## src/rtl/seg_xlate_pkg.sv

```systemverilog
// Package: shared constants, fault codes and FSM state type for the
// selector translation unit. Assumes 16-bit selectors and 32-bit addresses.
package seg_xlate_pkg;
    localparam int ADDR_W     = 32;
    localparam int SEL_W      = 16;
    localparam int IDX_W      = 13;
    localparam int TLIM_W     = 16;
    localparam int DESC_SHIFT = 3;
    localparam int GRAN_SHIFT = 12;
    localparam int LIM_W      = 20;

    typedef enum logic [2:0] {
        CAUSE_NONE    = 3'd0,
        CAUSE_NULL    = 3'd1,
        CAUSE_TBL_LIM = 3'd2,
        CAUSE_ABSENT  = 3'd3,
        CAUSE_SEG_LIM = 3'd4,
        CAUSE_LDT_SEL = 3'd5
    } fault_cause_e;

    typedef enum logic [2:0] {
        ST_IDLE   = 3'd0,
        ST_RD_LO  = 3'd1,
        ST_RD_HI  = 3'd2,
        ST_RD_END = 3'd3,
        ST_DONE   = 3'd4
    } walk_st_e;
endpackage

```

## src/rtl/seg_sel_split.sv

```systemverilog
// Selector splitter: separates index and table bit, flags the null
// selector and forms the first and last byte offsets of the descriptor.
// Assumes the requested-privilege bits are dropped by the caller.
module seg_sel_split
    import seg_xlate_pkg::*;
(
    input  logic [SEL_W-1:2]  sel_hi,
    output logic [IDX_W-1:0]  idx,
    output logic              ti,
    output logic              is_null,
    output logic [TLIM_W-1:0] first_off,
    output logic [TLIM_W-1:0] last_off
);
    // Purpose: pure field decode of the selector.
    always_comb begin
        idx       = sel_hi[SEL_W-1:3];
        ti        = sel_hi[2];
        is_null   = (sel_hi[2] == 1'b0) && (sel_hi[SEL_W-1:3] == '0);
        first_off = {sel_hi[SEL_W-1:3], {DESC_SHIFT{1'b0}}};
        last_off  = {sel_hi[SEL_W-1:3], {DESC_SHIFT{1'b1}}};
    end
endmodule

```

## src/rtl/seg_desc_unpack.sv

```systemverilog
// Descriptor unpacker: assembles base, byte limit and present flag from
// the two 32-bit descriptor words. GRAN_EN selects whether the
// granularity bit scales the limit by 4 KB.
module seg_desc_unpack
    import seg_xlate_pkg::*;
#(
    parameter bit GRAN_EN = 1'b1
) (
    input  logic [31:0]       lo_word,
    input  logic [31:0]       hi_word,
    output logic [ADDR_W-1:0] base,
    output logic [ADDR_W-1:0] byte_lim,
    output logic              present
);
    logic [LIM_W-1:0] raw_lim;

    // Purpose: gather split base and limit fields.
    always_comb begin
        base    = {hi_word[31:24], hi_word[7:0], lo_word[31:16]};
        raw_lim = {hi_word[19:16], lo_word[15:0]};
        present = hi_word[15];
    end

    generate
        if (GRAN_EN) begin : g_gran
            // Purpose: scale the limit to 4 KB units when the granularity bit is set.
            always_comb begin
                if (hi_word[23])
                    byte_lim = {raw_lim, {GRAN_SHIFT{1'b1}}};
                else
                    byte_lim = {{(ADDR_W-LIM_W){1'b0}}, raw_lim};
            end
        end else begin : g_byte
            logic unused_g;
            // Purpose: byte-granular limit only.
            always_comb begin
                unused_g = hi_word[23];
                byte_lim = {{(ADDR_W-LIM_W){1'b0}}, raw_lim};
            end
        end
    endgenerate
endmodule

```

## src/rtl/seg_range_chk.sv

```systemverilog
// Range check: flags a value strictly greater than an inclusive limit.
module seg_range_chk
    import seg_xlate_pkg::*;
(
    input  logic [ADDR_W-1:0] value,
    input  logic [ADDR_W-1:0] limit,
    output logic              over
);
    // Purpose: unsigned bound comparison.
    always_comb over = (value > limit);
endmodule

```

## src/rtl/seg_xlate_top.sv

```systemverilog
// Selector translation unit top. Accepts a selector/offset request and
// walks one or two descriptor fetches: a local table is reached through
// the global table. It checks the table limits, the present bit and the
// segment limit, then returns base+offset or a fault code. Assumes a
// memory that returns read data one cycle after the strobe, and accepts
// a new request in the response cycle.
module seg_xlate_top
    import seg_xlate_pkg::*;
#(
    parameter bit GRAN_EN = 1'b1
) (
    input  logic              clk,
    input  logic              rst_n,
    input  logic              req_valid,
    output logic              req_ready,
    input  logic [15:0]       req_sel,
    input  logic [31:0]       req_off,
    input  logic [31:0]       gdt_base,
    input  logic [15:0]       gdt_limit,
    input  logic [15:0]       ldt_sel,
    output logic              mem_rd_en,
    output logic [31:0]       mem_rd_addr,
    input  logic [31:0]       mem_rd_data,
    output logic              rsp_valid,
    output logic              rsp_fault,
    output logic [2:0]        rsp_cause,
    output logic [31:0]       rsp_lin
);
    localparam logic [ADDR_W-1:0] WORD_STEP = ADDR_W'(4);

    walk_st_e           st_q, nxt_st;
    logic [ADDR_W-1:0]  desc_addr_q, nxt_addr;
    logic               ldt_phase_q, nxt_ldt;
    logic [IDX_W-1:0]   idx_q, nxt_idx;
    logic [ADDR_W-1:0]  off_q, nxt_off;
    logic [31:0]        lo_q, nxt_lo;
    logic               fault_q, nxt_fault;
    fault_cause_e       cause_q, nxt_cause;
    logic [ADDR_W-1:0]  lin_q, nxt_lin;

    logic [IDX_W-1:0]   rq_idx, lt_idx, cu_idx;
    logic               rq_ti, lt_ti, cu_ti;
    logic               rq_null, lt_null, cu_null;
    logic [TLIM_W-1:0]  rq_first, rq_last, lt_first, lt_last, cu_first, cu_last;
    logic               unused_sel;

    logic [ADDR_W-1:0]  d_base, d_lim;
    logic               d_present;
    logic               tbl_over, seg_over;

    // Purpose: requested-privilege bits take no part in translation.
    always_comb unused_sel = ^{req_sel[1:0], ldt_sel[1:0], cu_ti, cu_null, cu_idx, lt_last[0]};

    seg_sel_split u_req_split (
        .sel_hi(req_sel[15:2]), .idx(rq_idx), .ti(rq_ti), .is_null(rq_null),
        .first_off(rq_first), .last_off(rq_last)
    );
    seg_sel_split u_ldt_split (
        .sel_hi(ldt_sel[15:2]), .idx(lt_idx), .ti(lt_ti), .is_null(lt_null),
        .first_off(lt_first), .last_off(lt_last)
    );
    seg_sel_split u_cur_split (
        .sel_hi({idx_q, 1'b1}), .idx(cu_idx), .ti(cu_ti), .is_null(cu_null),
        .first_off(cu_first), .last_off(cu_last)
    );

    seg_desc_unpack #(.GRAN_EN(GRAN_EN)) u_unpack (
        .lo_word(lo_q), .hi_word(mem_rd_data),
        .base(d_base), .byte_lim(d_lim), .present(d_present)
    );

    seg_range_chk u_tbl_chk (
        .value({{(ADDR_W-TLIM_W){1'b0}}, cu_last}), .limit(d_lim), .over(tbl_over)
    );
    seg_range_chk u_seg_chk (
        .value(off_q), .limit(d_lim), .over(seg_over)
    );

    // Purpose: handshake and memory port driven from the walk state.
    always_comb begin
        req_ready   = (st_q == ST_IDLE) || (st_q == ST_DONE);
        mem_rd_en   = (st_q == ST_RD_LO) || (st_q == ST_RD_HI);
        mem_rd_addr = (st_q == ST_RD_HI) ? desc_addr_q + WORD_STEP : desc_addr_q;
        rsp_valid   = (st_q == ST_DONE);
        rsp_fault   = fault_q;
        rsp_cause   = cause_q;
        rsp_lin     = lin_q;
    end

    // Purpose: next-state and result computation of the descriptor walk.
    always_comb begin
        nxt_st    = st_q;
        nxt_addr  = desc_addr_q;
        nxt_ldt   = ldt_phase_q;
        nxt_idx   = idx_q;
        nxt_off   = off_q;
        nxt_lo    = lo_q;
        nxt_fault = fault_q;
        nxt_cause = cause_q;
        nxt_lin   = lin_q;
        unique case (st_q)
            ST_IDLE, ST_DONE: begin
                nxt_st = ST_IDLE;
                if (req_valid) begin
                    nxt_idx = rq_idx;
                    nxt_off = req_off;
                    if (!rq_ti) begin
                        if (rq_null) begin
                            nxt_st = ST_DONE; nxt_fault = 1'b1;
                            nxt_cause = CAUSE_NULL; nxt_lin = '0;
                        end else if (rq_last > gdt_limit) begin
                            nxt_st = ST_DONE; nxt_fault = 1'b1;
                            nxt_cause = CAUSE_TBL_LIM; nxt_lin = '0;
                        end else begin
                            nxt_addr = gdt_base + {{(ADDR_W-TLIM_W){1'b0}}, rq_first};
                            nxt_ldt  = 1'b0;
                            nxt_st   = ST_RD_LO;
                        end
                    end else begin
                        if (lt_ti || (lt_idx == '0)) begin
                            nxt_st = ST_DONE; nxt_fault = 1'b1;
                            nxt_cause = CAUSE_LDT_SEL; nxt_lin = '0;
                        end else if ({lt_first[TLIM_W-1:DESC_SHIFT], {DESC_SHIFT{1'b1}}} > gdt_limit) begin
                            nxt_st = ST_DONE; nxt_fault = 1'b1;
                            nxt_cause = CAUSE_TBL_LIM; nxt_lin = '0;
                        end else begin
                            nxt_addr = gdt_base + {{(ADDR_W-TLIM_W){1'b0}}, lt_first};
                            nxt_ldt  = 1'b1;
                            nxt_st   = ST_RD_LO;
                        end
                    end
                end
            end
            ST_RD_LO: nxt_st = ST_RD_HI;
            ST_RD_HI: begin
                nxt_lo = mem_rd_data;
                nxt_st = ST_RD_END;
            end
            ST_RD_END: begin
                if (!d_present) begin
                    nxt_st = ST_DONE; nxt_fault = 1'b1;
                    nxt_cause = CAUSE_ABSENT; nxt_lin = '0;
                end else if (ldt_phase_q) begin
                    if (tbl_over) begin
                        nxt_st = ST_DONE; nxt_fault = 1'b1;
                        nxt_cause = CAUSE_TBL_LIM; nxt_lin = '0;
                    end else begin
                        nxt_addr = d_base + {{(ADDR_W-TLIM_W){1'b0}}, cu_first};
                        nxt_ldt  = 1'b0;
                        nxt_st   = ST_RD_LO;
                    end
                end else if (seg_over) begin
                    nxt_st = ST_DONE; nxt_fault = 1'b1;
                    nxt_cause = CAUSE_SEG_LIM; nxt_lin = '0;
                end else begin
                    nxt_st = ST_DONE; nxt_fault = 1'b0;
                    nxt_cause = CAUSE_NONE; nxt_lin = d_base + off_q;
                end
            end
            default: nxt_st = ST_IDLE;
        endcase
    end

    // Purpose: state registers with synchronous active-low reset.
    always_ff @(posedge clk) begin
        if (!rst_n) begin
            st_q        <= ST_IDLE;
            desc_addr_q <= '0;
            ldt_phase_q <= 1'b0;
            idx_q       <= '0;
            off_q       <= '0;
            lo_q        <= '0;
            fault_q     <= 1'b0;
            cause_q     <= CAUSE_NONE;
            lin_q       <= '0;
        end else begin
            st_q        <= nxt_st;
            desc_addr_q <= nxt_addr;
            ldt_phase_q <= nxt_ldt;
            idx_q       <= nxt_idx;
            off_q       <= nxt_off;
            lo_q        <= nxt_lo;
            fault_q     <= nxt_fault;
            cause_q     <= nxt_cause;
            lin_q       <= nxt_lin;
        end
    end
endmodule

```

## config.mk

```make
export PLATFORM = sky130hd
export DESIGN_NAME = seg_xlate_top
export DESIGN_NICKNAME = d
export VERILOG_FILES = /design/src/rtl/seg_xlate_pkg.sv /design/src/rtl/seg_sel_split.sv /design/src/rtl/seg_desc_unpack.sv /design/src/rtl/seg_range_chk.sv /design/src/rtl/seg_xlate_top.sv
export SDC_FILE = /design/constraint.sdc
export NUM_CORES = 1
export LEC_CHECK = 0
export BUFFER_PORTS_ARGS = -buffer_cell sky130_fd_sc_hd__buf_4
export CAP_MARGIN = 30
export CORE_ASPECT_RATIO = 2
export CORE_MARGIN = 2
export CORE_UTILIZATION = 32
export DETAILED_ROUTE_END_ITERATION = 10
export PLACE_DENSITY = 0.56
export SYNTH_ARGS = -nofsm -noshare
export SYNTH_HDL_FRONTEND = slang
export SYNTH_SLANG_ARGS = --single-unit
```

## constraint.sdc

```tcl
create_clock -name clk -period 9.8 [get_ports clk]
set_input_delay 1.96 -clock clk [delete_from_list [all_inputs] [get_ports clk]]
set_output_delay 1.96 -clock clk [all_outputs]
set_load 0.02 [all_outputs]
```

* Word level (Yosys, flattened, before mapping)
Cells that the tools add are included.
** Storage, ports and cells
- Bits in registers :: 149
- Bits of input ports :: 147
- Output and inout port bits :: 71
- Word-level logic and storage cells :: 112
** Operators by class
- $add $sub $neg :: 5
- $lt $le $gt $ge :: 4
- Eq/ne operators :: 15
- Muxes and demuxes :: 65
- Bitwise operators :: 1
- Reductions and logical operators :: 13
** Operators with widths (number)
- $mux 32 :: 21
- $pmux 32 s2 :: 2
- $add 32x16->32 :: 3
- $mux 3 :: 19
- $add 32x3->32 const B :: 1
- $add 32x32->32 :: 1
- $gt 16x16->1 :: 2
- $gt 16x32->1 :: 1
- $gt 32x32->1 :: 1
- $logic_not 13->1 :: 2
- $mux 1 :: 19
- $ne 3x3->1 const B :: 4
- $ne 4x4->1 const B :: 3
- $pmux 3 s4 :: 1
- $reduce_and 9->1 :: 1
- $ne 2x2->1 const B :: 4
- $reduce_and 7->1 :: 1
- $eq 3x2->1 const B :: 2
- $pmux 3 s2 :: 1
- $reduce_and 5->1 :: 1
- $pmux 1 s2 :: 2
- $eq 3x1->1 const B :: 1
- $eq 3x3->1 const B :: 1
- $logic_not 3->1 :: 1
- 6 further kinds :: 8

* Depth between registers and ports, before layout
Gate-level depths: netlist of run 1.
- Word-level depth :: 6
- Mapped depth :: 15

* Modules after synthesis
Synthesis of run 1 repeated with hierarchy kept, for this count alone.
** Second synthesis, totals
- Cells, all modules :: 1908
- Area total of the unflattened synthesis :: 14243.7 µm²
** By module, submodules not included
- seg_xlate_top :: instances 1, cells an instance 1457, area each 10945.5 µm², seq. area each 2982.9 µm²
- seg_range_chk :: instances 2, cells an instance 112, area each 805.8 µm², seq. area each 0.0 µm²
- seg_sel_split :: instances 3, cells an instance 53, area each 384.1 µm², seq. area each 0.0 µm²
- seg_desc_unpack :: instances 1, cells an instance 68, area each 534.3 µm², seq. area each 0.0 µm²

* Worst setup path after synthesis of run 1
Ideal clock, no wire load.
- Path kind :: input port to flip-flop
- Start point :: input req_sel[2]
- End point :: register desc_addr_q[28]
- Setup time :: 70 ps
- Arrival :: 5127 ps
- Data required time :: 9730 ps
- Path slack :: 4603 ps
- Stages :: 12
- Path through :: clkbuf_1 -> clkbuf_1 -> mux2_2 -> ha_1 -> a21o_1 -> a21o_1 -> or3_1 -> a41oi_1 -> nor3_1 -> xnor2_1 -> a211o_1 -> a21oi_1
** On the way
- Word-level cells in the longest chain between the ends :: 4
** RTL lines
- start: declaration :: line seg_xlate_top.sv:16 : input logic [15:0] req_sel,
- $not 1->1 :: line seg_sel_split.sv:18 : is_null = (sel_hi[2] == 1'b0) && (sel_hi[SEL_W-1:3] == '0);
- $logic_and 1x1->1 :: line seg_sel_split.sv:18
- $ne 3x3->1 (no line)
- $reduce_and 9->1 (no line)
- end signal: assignment :: line seg_xlate_top.sv:178 : desc_addr_q <= nxt_addr;
- end: declaration :: line seg_xlate_top.sv:32 : logic [ADDR_W-1:0] desc_addr_q, nxt_addr;
Parallel ways exist; a longest one is shown, timed or not. The select of a mux whose other input is x is not followed.
A chain may end at the register's enable or synchronous reset.

* Worst setup path in the final report of run 1
- Start point :: register st_q[1]
- End point :: output mem_rd_addr[31]
** On the way
- Word-level cells in the longest chain between the ends :: 2
** RTL lines
- start: declaration :: line seg_xlate_top.sv:31 : walk_st_e st_q, nxt_st;
- start signal: assignment :: line seg_xlate_top.sv:177 : st_q <= nxt_st;
- $eq 3x2->1 :: line seg_xlate_top.sv:83 : mem_rd_addr = (st_q == ST_RD_HI) ? desc_addr_q + WORD_STEP : desc_addr_q;
- $mux 32 :: line seg_xlate_top.sv:83
- end: declaration :: line seg_xlate_top.sv:22 : output logic [31:0] mem_rd_addr,
Every way passes these cells.

==> qor_table.md, run 1 <==
| Step | Parameter | Value |
|:---|:---|:---|
| setup path | Launch instance of the worst register-to-register path | lo_q[13] |
| synthesis | Most common flop cell mapped by yosys | dfxtp_1 |
| sta | Timing-limited maximum frequency | 189 MHz |
| synthesis | Distinct cell type count after synthesis | 76 |
| floorplanning | Effective utilization at floorplan | 32.3% |
| synthesis | Adder-Cell Fraction of Synth Area | 14.1% |
| global route | Via count of the first global-routing pass | 10636 |
| setup path | FF-to-FF setup slack | 6.14 ns |
| clock tree | Num Clock Sinks | 149 |
| clock tree | Number of buffers created by CTS | 17 |
| final layout | Count of antenna diodes in the layout | 0 |
| clock tree | Cell at the root of the clock tree | clkbuf_16 |
| synthesis | Sequential cell area fraction in the yosys report | 26.1% |
| synthesis | Number of flops mapped to enable cells by yosys | 0 |
| sta | Period utilization | 54.1% |
| floorplanning | Floorplan row count | 98 |
| synthesis | Post-synthesis sequential element count | 149 |
| placement | Global placement routability congestion | 0.894 |
| power | Leakage Power | 0.00603 uW |
| synthesis | Fraction of synthesized area in multiplexers | 2.05% |
| global route | Gr ovfl total | 0 |
| min path | Worst Hold End | rsp_fault |
| floorplanning | Height of the die | 271 microns |
| detailed routing | Initial drt markers | 639 |
| power | Pwr per Cell Area | 140 nW/um^2 |
| clock tree | CTS Hold Buffers Added | 0 |
| sta | Setup Total Neg Slack | 0 ns |
| run | Max-cap violation count | 0 |
| detailed routing | Routed Antenna Nets | 0 |
| min path | Number of stages on the worst hold path | 2 |
| synthesis | Xor/xnor share of the synthesized area | 8.04% |
| global route | Global-route wire length before repair | 60.6 mm |
| clock tree | PostCTS Resize Cnt | 0 |
| placement | Setup WS pre-CTS | 4.13 ns |
| placement | DPL Wire Length | 32.3 mm |
| final layout | Final core utilization | 39.7% |
| clock tree | Worst-case clock buffer depth | 2 |
| detailed routing | Number of search-and-repair iterations in the first detailed-routing pass | 5 |
| sta | Final Max Tran Viols | 0 |
| sta | Actual transition at the worst max-transition pin | 0.828 ns |
| detailed routing | Wire length reported by the detailed router | 40.1 mm |
| min path | Tightest Hold Check Type | reg -> reg |
| clock tree | Clock tree from TritonCTS | yes |
| sta | Minimum clock period | 5.30 ns |
| synthesis | Basic-gate share of the synthesized area counting and, or, nand and nor cells | 22.6% |
| final layout | Share of post-route cells with drive strength above 1 | 17.4% |
| sta | Max-slew headroom | 44.1% |
| detailed routing | Post-route DRC violation count | 0 |
| sta | Count of final setup violators | 0 |
| global route | Global Route met2 Usage | 36.7% |
| sta | Fin worst setup slack | 4.50 ns |
| placement | Buffers on Ports | 213 |
| clock tree | Clock transition at the registers of the reported paths | 0.06 ns |
| setup path | Nature of the critical path startpoint | register |
| setup path | Crit end category | output port |
| global route | Number of antenna violations at the first check in global routing | 0 |
| synthesis | Post-Syn Nets | 1762 |
| final layout | Final nets | 1941 |
| synthesis | Synthesized netlist cell count | 1489 |
| sta | Setup repair after global routing missed its margin | no |
| global route | Met3 track utilization from global routing | 3.27% |
| synthesis | Area of the mapped netlist | 11400 sq um |
| detailed routing | Via count | 11256 |
| final layout | Area added between synthesis and finish | 23.0% |
| status | Status | complete, no violations |
| floorplanning | Total Die Area | 37400 sq um |
| floorplanning | I/O Pins | 218 |
| setup path | Endpoint of the most critical register-to-register path | rsp_lin[30] |
| floorplanning | Core region area | 35400 sq um |
| global route | Pin count of the biggest net entering global routing | 61 |
| global route | Global routing met1 resource utilization | 27.3% |
| detailed routing | Vias per inst | 5.28 |
| setup path | Type of the setup path with the least slack | reg -> out |
| clock tree | Clock latency of the later-clocked register in the worst-skew pair | 0.45 ns |
| setup path | Worst Path Arrival | 3.34 ns |
| clock tree | Depth of the CTS H-tree | 4 |
| power | Worst ir drop on vdd | 0.146 mV |
| setup path | Number of cells on the worst reg-to-reg path | 10 |
| sta | Final setup skew | 0.0129 ns |
| synthesis | Share of synthesized flip-flops with an asynchronous set or reset | 0% |
| sta | Final hold violation count | 0 |
| detailed routing | Average routed wire per standard cell | 18.8 microns |
| synthesis | Synthesis warning total | 0 |
| clock tree | Total setup buffers inserted after CTS | 0 |
| setup path | Critical path data required time | 7.84 ns |
| floorplanning | Chip Width | 138 microns |
| global route | Layer with the highest usage after global routing | met2 |
| synthesis | Compound-cell area share of the yosys netlist | 23.4% |
| min path | Worst Hold Launch | rsp_fault |
| synthesis | Combinational family with the most area after synthesis | compound AO/OA/AOI/OAI gates |
| global route | Total routing resource utilization after global routing | 21.3% |
| synthesis | Synth Area per Inst | 7.68 sq um |
| setup path | Crit-path max FO | 37 |
==> state kept, by name, indices dropped and copies added (netlist names) <==
name,cells
desc_addr_q,32
st_q,3
off_q,32
rsp_cause,3
idx_q,13
rsp_lin,32
lo_q,32
ldt_phase_q,1
rsp_fault,1
==> per-layer routing <==
layer	wire length (microns)	vias to the layer above
met1	17600	5160
met2	19800	312
met4	763	0
met5	0	-
li1	-	5743
met3	1990	41
==> how the worst max path moves through the flow <==
stage	to	start	cells past startpoint	slack, ns
final	mem_rd_addr[31]	st_q[1]	10	4.50
after detailed placement	rsp_lin[30]	mem_rd_data[23]	11	4.13
after global placement	rsp_lin[30]	mem_rd_data[23]	11	4.17
after global routing	mem_rd_addr[31]	st_q[1]	10	4.27
after CTS	mem_rd_addr[31]	st_q[1]	10	4.40
after floorplan	desc_addr_q[28]	req_sel[2]	12	4.60
==> through the flow <==
stage / hold WS (ns) / cell area (sq um) / power [uW] / instances
2_1_floorplan: 0.444 / 11400 / 1080 / 1489
3_3_place_gp: 0.444 / 13400 / 1290 / 2095
3_5_place_dp: 0.448 / 13500 / 1300 / 2099
4_1_cts: 0.459 / 14100 / 1990 / 2130
5_1_grt: 0.494 / 14100 / 2080 / 2130
6_report: 0.456 / 14100 / 1980 / 2130
==> cell usage after synthesis (all sizes together) (31+ instances only) <==
| cell | n | area (sq um) |
|---|---|---|
| xor2 | 31 | 272 |
| nand4 | 31 | 194 |
| dfxtp | 149 | 2980 |
| clkbuf | 49 | 184 |
| ha | 123 | 1540 |
| o21ai | 52 | 260 |
| nand2 | 285 | 1070 |
| inv | 40 | 150 |
| nor2 | 100 | 375 |
| nand3 | 36 | 180 |
| a21oi | 165 | 826 |
| xnor2 | 74 | 648 |
==> power by group <==
part / switching (uW) / internal (uW) / total (uW)
combinational: 337 / 243 / 580
sequential: 59.1 / 648 / 707
clock: 280 / 409 / 690
total: 676 / 1300 / 1980
==> layout make-up <==
cell class | count | area, sq um
Clock inverter | 13 | 174
Tap cell | 450 | 563
Clock buffer | 18 | 439
Inverter | 40 | 151
Multi-Input combinational cell | 1235 | 8040
Timing Repair Buffer | 225 | 1720
Sequential cell | 149 | 2980
Fill cell | 3760 | 21400
==> cells by family (layout without fill, tap and decap cells) <==
family	count (synthesis)	after routing
XOR/XNOR	105	105
adder cells (fa/ha/maj)	127	127
buffers and inverters	105	296
multiplexers	22	22
AO/OA/AOI/OAI	409	409
AND/OR/NAND/NOR	572	572
flip-flops	149	149
==> critical path, cell delays in order (launching register included) <==
cell     delay (ns)
dfxtp_1        0.44
nor3b_4        0.21
buf_4          0.40
nand4_1        0.21
nor2_1         0.34
nand3_1        0.22
nor2_1         0.32
and3_1         0.30
nand4_1        0.14
xnor2_1        0.15
buf_4          0.16
==> layout by cell type (no fill, tap or decap), drive strengths merged, types with 4 or more instances in the layout <==
cell     instances
nand2          285
buf            225
a21oi          165
dfxtp          149
ha             123
nor2           100
xnor2           74
o21ai           52
inv             43
nand3           36
nand4           31
xor2            31
a21o            22
a211oi          22
nor3            21
o211ai          21
a22oi           20
and3            19
clkbuf          18
or3             17
and2            12
mux2i           11
mux2            11
nor4            11
a22o            11
nor2b            9
a31oi            9
a311oi           9
nand2b           8
o21a             8
or2              7
and4             7
o31ai            7
o2111ai          5
a2111oi          5
a31o             4
o21bai           4
clkinv           4
o2bb2ai          4
nor3b            4
(Power assumes the default switching activity.)
==> run 2, diff against run 1 <==
==> constraint.sdc (replaced) <==
create_clock -name clk -period 5.1 [get_ports clk]
set_input_delay 1.02 -clock clk [delete_from_list [all_inputs] [get_ports clk]]
set_output_delay 1.02 -clock clk [all_outputs]
set_load 0.02 [all_outputs]
==> run 2 against run 1 <==
  * Worst setup slack worse by 3.6 ns
  * Die area unchanged
  * Clock skew down 0.0011 ns
  * Critical path depth down 1
  * First-iteration DRC count up 30%
  * Combinational power up 93%
  * Register-to-register slack worse by 4.4 ns
  * Global-route usage up 0.35 points
  * Sequential share of layout area about the same
  * Hold slack better by 0.0028 ns
  * Sequential cell count unchanged
  * Clock-buffer cell count up 1
  * Critical path type unchanged
  * Largest cell class unchanged
  * Highest routed layer unchanged
==> qor_table.md, run 2 (synthesized netlist as in run 1, its figures left out) <==
| Step | Parameter | Value |
|:---|:---|:---|
| status | Status | complete, no violations |
| detailed routing | Met3 Wirelength | 2.29 mm |
| setup path | Number of cells on the worst reg-to-reg path | 10 |
| setup path | Crit end category | output port |
| sta | Actual transition at the worst max-transition pin | 0.921 ns |
| floorplanning | I/O Pins | 218 |
| global route | Total routing resource utilization after global routing | 21.6% |
| sta | Minimum clock period | 4.21 ns |
| global route | Via count of the first global-routing pass | 10873 |
| sta | Period utilization | 82.6% |
| final layout | Most frequent cells in the layout | 285 x nand2_1, 228 x buf_4, 165 x a21oi_1, 149 x dfxtp_1, 123 x ha_1 |
| final layout | Finished Layout Cells | 2135 |
| final layout | Share of post-route cells with drive strength above 1 | 17.5% |
| final layout | Area used by sequential logic in the layout | 2980 sq um |
| placement | Global placement routability congestion | 0.897 |
| clock tree | Num Clock Sinks | 149 |
| setup path | Critical path data required time | 4.08 ns |
| clock tree | Depth of the CTS H-tree | 4 |
| global route | Number of antenna violations at the first check in global routing | 0 |
| detailed routing | Post-route DRC violation count | 0 |
| detailed routing | Met2 wirelength from detailed routing | 19.3 mm |
| detailed routing | Number of search-and-repair iterations in the first detailed-routing pass | 5 |
| floorplanning | Chip Width | 138 microns |
| sta | Count of final setup violators | 0 |
| setup path | Worst Path Arrival | 3.19 ns |
| clock tree | Clock tree from TritonCTS | yes |
| final layout | Filler instances | 3771 |
| detailed routing | Average routed wire per standard cell | 19.0 microns |
| power | Leakage Power | 0.00605 uW |
| clock tree | PostCTS Resize Cnt | 0 |
| sta | Setup repair after global routing missed its margin | no |
| placement | DPL Wire Length | 32.5 mm |
| final layout | Area used by multi-input combinational logic | 8040 sq um |
| detailed routing | Highest Signal Layer | met4 |
| clock tree | Worst-case clock buffer depth | 2 |
| global route | Gr ovfl total | 0 |
| clock tree | Clock transition at the registers of the reported paths | 0.07 ns |
| clock tree | Cell at the root of the clock tree | clkbuf_16 |
| detailed routing | Routed Antenna Nets | 0 |
| clock tree | Total setup buffers inserted after CTS | 0 |
| placement | Cell total after placement | 2104 |
| setup path | Type of the setup path with the least slack | reg -> out |
| power | Net Sw Power | 1310 uW |
| setup path | Crit-path max FO | 6 |
| setup path | Nature of the critical path startpoint | register |
| final layout | Final nets | 1946 |
| floorplanning | Height of the die | 271 microns |
| detailed routing | Vias per inst | 5.35 |
| floorplanning | Effective utilization at floorplan | 32.3% |
| global route | Global-route wire length before repair | 61.6 mm |
| detailed routing | Via count | 11425 |
| detailed routing | M1 WL | 17.5 mm |
| final layout | Most common library cell in the layout ignoring fill and taps | nand2_1 |
| sta | Timing-limited maximum frequency | 237 MHz |
| sta | Final Max Tran Viols | 0 |
| detailed routing | Wire length reported by the detailed router | 40.5 mm |
| power | Worst ir drop on vdd | 0.303 mV |
| clock tree | CTS Hold Buffers Added | 0 |
| run | Max-cap violation count | 0 |
| power | Clock Power Share | 35.3% |
| floorplanning | Total Die Area | 37400 sq um |
| power | P_int | 2530 uW |
| sta | Final hold violation count | 0 |
| sta | Max-slew headroom | 38.6% |
| power | Switching part of the total power | 34.0% |
| sta | Setup Total Neg Slack | 0 ns |
| min path | Tightest Hold Check Type | reg -> reg |
| floorplanning | Core region area | 35400 sq um |
| clock tree | Clock latency of the later-clocked register in the worst-skew pair | 0.46 ns |
| clock tree | Number of buffers created by CTS | 17 |
| floorplanning | Floorplan row count | 98 |
| sta | Final setup skew | 0.0119 ns |
| min path | Number of stages on the worst hold path | 2 |
| power | Share of power burned in combinational logic | 29.3% |
| sta | WHS | 0.459 ns |
| final layout | Area added between synthesis and finish | 23.1% |
| power | Part of the total power dissipated in sequential elements | 35.4% |
| final layout | Count of antenna diodes in the layout | 0 |
| detailed routing | Initial drt markers | 831 |
| power | Pwr per Cell Area | 273 nW/um^2 |
| placement | Buffers on Ports | 213 |
| global route | Pin count of the biggest net entering global routing | 65 |
==> run 2: stage by stage <==
| step | instance area, sq um | total power (uW) | setup slack (ns) | util (%) |
|---|---|---|---|---|
| after CTS | 14100 | 3860 | 0.854 | 39.7 |
| final | 14100 | 3840 | 0.887 | 39.7 |
| after global placement | 13500 | 2500 | 0.773 | 38.0 |
| after global routing | 14100 | 4040 | 0.617 | 39.7 |
| after floorplan | 11400 | 2070 | 0.843 | - |
| after detailed placement | 13500 | 2510 | 0.722 | 38.0 |
==> run 2: final timing paths <==
| check | start | end | slack [ns] |
|---|---|---|---|
| setup / recovery | st_q[1] | mem_rd_addr[31] | 0.89 |
| hold / removal | rsp_fault | rsp_fault | 0.46 |
| setup reg to reg | lo_q[16] | rsp_lin[24] | 1.78 |
| hold reg to reg | rsp_fault | rsp_fault | 0.46 |
==> run 2: critical path, cell delays in order, from the launching register on <==
cell and delay [ns]:
dfxtp_1 0.44, nor3b_4 0.40, nand4_1 0.21, nor2_1 0.39
nand3_1 0.24, nor2_1 0.32, and3_1 0.31, nand4_1 0.14
xnor2_1 0.14, buf_4 0.16
==> run 2: cell type report <==
cell class              count  share of cell area (%)
clock buffers              19                    3.07
clock inverters            12                    1.27
inverters                  40                    1.07
multi-input cells        1235                    57.1
flip-flops and latches    149                    21.2
well taps                 450                    4.00
repair buffers            230                    12.3
==> run 2: metal layers <==
layer / up-vias / global-route usage, %
met5: - / 0
met4: 0 / 8.00
met3: 67 / 3.25
met2: 361 / 35.7
met1: 5257 / 28.1
li1: 5740 / -
==> run 2: power by group through the flow <==
stage	combinational (uW)	sequential [uW]	clock [uW]
2_1_floorplan	739	1330	0
3_3_place_gp	1120	1380	0
3_5_place_dp	1120	1380	0
4_1_cts	1130	1360	1380
5_1_grt	1250	1370	1420
6_report	1120	1360	1360
==> run 3, diff against run 2 <==
--- a/config.mk
+++ b/config.mk
@@ -11,7 +11,7 @@
 export CORE_MARGIN = 2
 export CORE_UTILIZATION = 32
 export DETAILED_ROUTE_END_ITERATION = 10
-export PLACE_DENSITY = 0.56
+export PLACE_DENSITY = 0.58
 export SYNTH_ARGS = -nofsm -noshare
 export SYNTH_HDL_FRONTEND = slang
 export SYNTH_SLANG_ARGS = --single-unit
==> constraint.sdc (replaced) <==
create_clock -name clk -period 3.7 [get_ports clk]
set_input_delay 0.74 -clock clk [delete_from_list [all_inputs] [get_ports clk]]
set_output_delay 0.74 -clock clk [all_outputs]
set_load 0.02 [all_outputs]
==> run 3 against run 2 <==
  * Clock skew rose by 0.0022 ns
  * Final area rose by 2.4%
  * First-iteration DRC count fell by 7.8%
  * Critical endpoint unchanged
  * Highest routed layer unchanged
==> qor_table.md, run 3 (synthesized netlist as in run 1, its figures left out) <==
| Step | Parameter | Value |
|:---|:---|:---|
| final layout | Final Instance Area | 14400 sq um |
| status | Status | complete, no violations |
| clock tree | Worst-case clock buffer depth | 2 |
| setup path | Type of the setup path with the least slack | reg -> out |
| floorplanning | Floorplan row count | 98 |
| placement | DPL Wire Length | 32.4 mm |
| sta | Max-slew headroom | 38.8% |
| final layout | Final nets | 1983 |
| setup path | Crit end category | output port |
| global route | Number of antenna violations at the first check in global routing | 0 |
| final layout | Area added between synthesis and finish | 26.0% |
| sta | Final setup skew | 0.0141 ns |
| setup path | Launch instance of the worst register-to-register path | lo_q[13] |
| power | Worst ir drop on vdd | 0.441 mV |
| floorplanning | Chip Width | 138 microns |
| floorplanning | Effective utilization at floorplan | 32.3% |
| power | Net Sw Power | 1770 uW |
| setup path | Critical path data required time | 2.96 ns |
| setup path | Critical Path Slowest Stage Cell | dfxtp_1 |
| setup path | Cell breakdown of the critical path | nor3b_4 > nand4_1 > nor2_4 > nand3_1 > nor2_2 > and3_1 > nand4_1 > xnor2_1 > buf_4 |
| setup path | Nature of the critical path startpoint | register |
| sta | Actual transition at the worst max-transition pin | 0.918 ns |
| sta | Period utilization | 93.6% |
| run | Max-cap violation count | 0 |
| min path | Tightest Hold Check Type | reg -> reg |
| placement | Cell area reported after detailed placement | 13800 sq um |
| detailed routing | Post-route DRC violation count | 0 |
| detailed routing | Initial drt markers | 766 |
| min path | Worst Hold Launch | rsp_fault |
| global route | Total routing resource utilization after global routing | 21.1% |
| detailed routing | Wire length reported by the detailed router | 39.9 mm |
| final layout | Final core utilization | 40.7% |
| clock tree | Cell at the root of the clock tree | clkbuf_16 |
| detailed routing | Via count | 11456 |
| global route | Global routing met1 resource utilization | 26.7% |
| global route | Met3 track utilization from global routing | 3.31% |
| global route | Global-route wire length before repair | 59.9 mm |
| power | Pwr per Cell Area | 367 nW/um^2 |
| power | Leakage Power | 0.00624 uW |
| clock tree | Num Clock Sinks | 149 |
| sta | Final hold violation count | 0 |
| detailed routing | Vias per inst | 5.28 |
| min path | Number of stages on the worst hold path | 2 |
| clock tree | Clock transition at the registers of the reported paths | 0.07 ns |
| power | Clock Power Share | 34.3% |
| setup path | Endpoint of the most critical register-to-register path | desc_addr_q[25] |
| global route | Via count of the first global-routing pass | 10788 |
| floorplanning | Core region area | 35400 sq um |
| clock tree | Clock tree from TritonCTS | yes |
| global route | Pin count of the biggest net entering global routing | 82 |
| placement | Buffers on Ports | 213 |
| power | P_int | 3520 uW |
| setup path | Worst Path Arrival | 2.72 ns |
| detailed routing | Routed Antenna Nets | 0 |
| global route | Layer with the highest usage after global routing | met2 |
| sta | Count of final setup violators | 0 |
| floorplanning | Height of the die | 271 microns |
| floorplanning | Total Die Area | 37400 sq um |
| sta | Timing-limited maximum frequency | 289 MHz |
| floorplanning | I/O Pins | 218 |
| setup path | Crit-path max FO | 6 |
| setup path | FF-to-FF setup slack | 0.50 ns |
| final layout | Most frequent cells in the layout | 285 x nand2_1, 262 x buf_4, 165 x a21oi_1, 149 x dfxtp_1, 123 x ha_1 |
| detailed routing | Average routed wire per standard cell | 18.4 microns |
| final layout | Share of post-route cells with drive strength above 1 | 19.6% |
| detailed routing | Number of search-and-repair iterations in the first detailed-routing pass | 5 |
| power | Part of the total power dissipated in sequential elements | 35.4% |
| sta | Minimum clock period | 3.46 ns |
| min path | Worst Hold End | rsp_fault |
| power | Final Total Pwr | 5290 uW |
| power | Share of power burned in combinational logic | 30.3% |
| placement | Global placement routability congestion | 0.923 |
| setup path | Number of cells on the worst reg-to-reg path | 13 |
| final layout | Most common library cell in the layout ignoring fill and taps | nand2_1 |
| clock tree | Number of buffers created by CTS | 17 |
| sta | Setup repair after global routing missed its margin | no |
| clock tree | CTS Hold Buffers Added | 0 |
| setup path | Cell repeated most along the worst path | nand4_1 |
| clock tree | Clock latency of the later-clocked register in the worst-skew pair | 0.46 ns |
| setup path | Longest individual stage delay on the worst path | 0.45 ns |
| final layout | Count of antenna diodes in the layout | 0 |
| global route | Global Route met2 Usage | 35.5% |
| sta | Final Max Tran Viols | 0 |
| global route | Gr ovfl total | 0 |
| power | Switching part of the total power | 33.4% |
| clock tree | Depth of the CTS H-tree | 4 |
-- run 3: cell type report --
type	instances	area (sq um)
clock buffer	18	429
timing repair buffer	267	2070
sequential	149	2980
multi-input combinational	1235	8060
clock inverter	11	161
fill	3681	21000
inverter	40	151
tap	450	563
-- run 3: per-layer routing --
layer	up-vias	part of all wire (%)	wire [microns]
li1	5826	-	-
met1	5245	43	17100
met2	334	48	19300
met3	51	5.4	2160
met4	0	3.3	1300
met5	-	0	0
-- run 3: how the worst max path moves through the flow --
stage	from	depth (start not counted)	slack, ns	end
floorplan	req_sel[2]	12	-0.006	desc_addr_q[28]
CTS	st_q[1]	9	0.01	mem_rd_addr[26]
finish	st_q[1]	9	0.24	mem_rd_addr[31]
global route	st_q[1]	9	0.03	mem_rd_addr[31]
detailed placement	mem_rd_data[23]	13	-0.05	rsp_lin[30]
global placement	mem_rd_data[23]	14	0.01	desc_addr_q[21]
-- run 3: worst max-delay path, delay by kind of cell (launching register included) --
family	cells	cell delay (ns)
DFF	1	0.45
and+or+nand+nor	7	1.51
buffers and inverters	1	0.16
xor gates and xnor gates	1	0.15
-- run 3: power groups by stage --
stage                     sequential, uW  combinational [uW]  clock (uW)
after floorplan                     1840                1020           0
after global placement              1900                1590           0
after detailed placement            1910                1600           0
after CTS                           1870                1610        1850
after global routing                1890                1780        1910
final                               1870                1600        1820
-- run 3: timing repair --
item	CTS	global route
pin swaps	0	2
endpoints found under the setup margin	2	7
cloned	0	0
setup buffers	0	2
resized for setup	1	4
-- run 3: per-stage QoR --
| step | instances | hold WS (ns) | setup TNS [ns] | setup slack, ns |
|---|---|---|---|---|
| 2_1_floorplan | 1489 | 0.444 | -0.00550 | -0.00550 |
| 3_3_place_gp | 2139 | 0.443 | 0 | 0.0149 |
| 3_5_place_dp | 2139 | 0.449 | -0.0799 | -0.0506 |
| 4_1_cts | 2168 | 0.459 | 0 | 0.0109 |
| 5_1_grt | 2170 | 0.476 | 0 | 0.0329 |
| 6_report | 2170 | 0.456 | 0 | 0.239 |
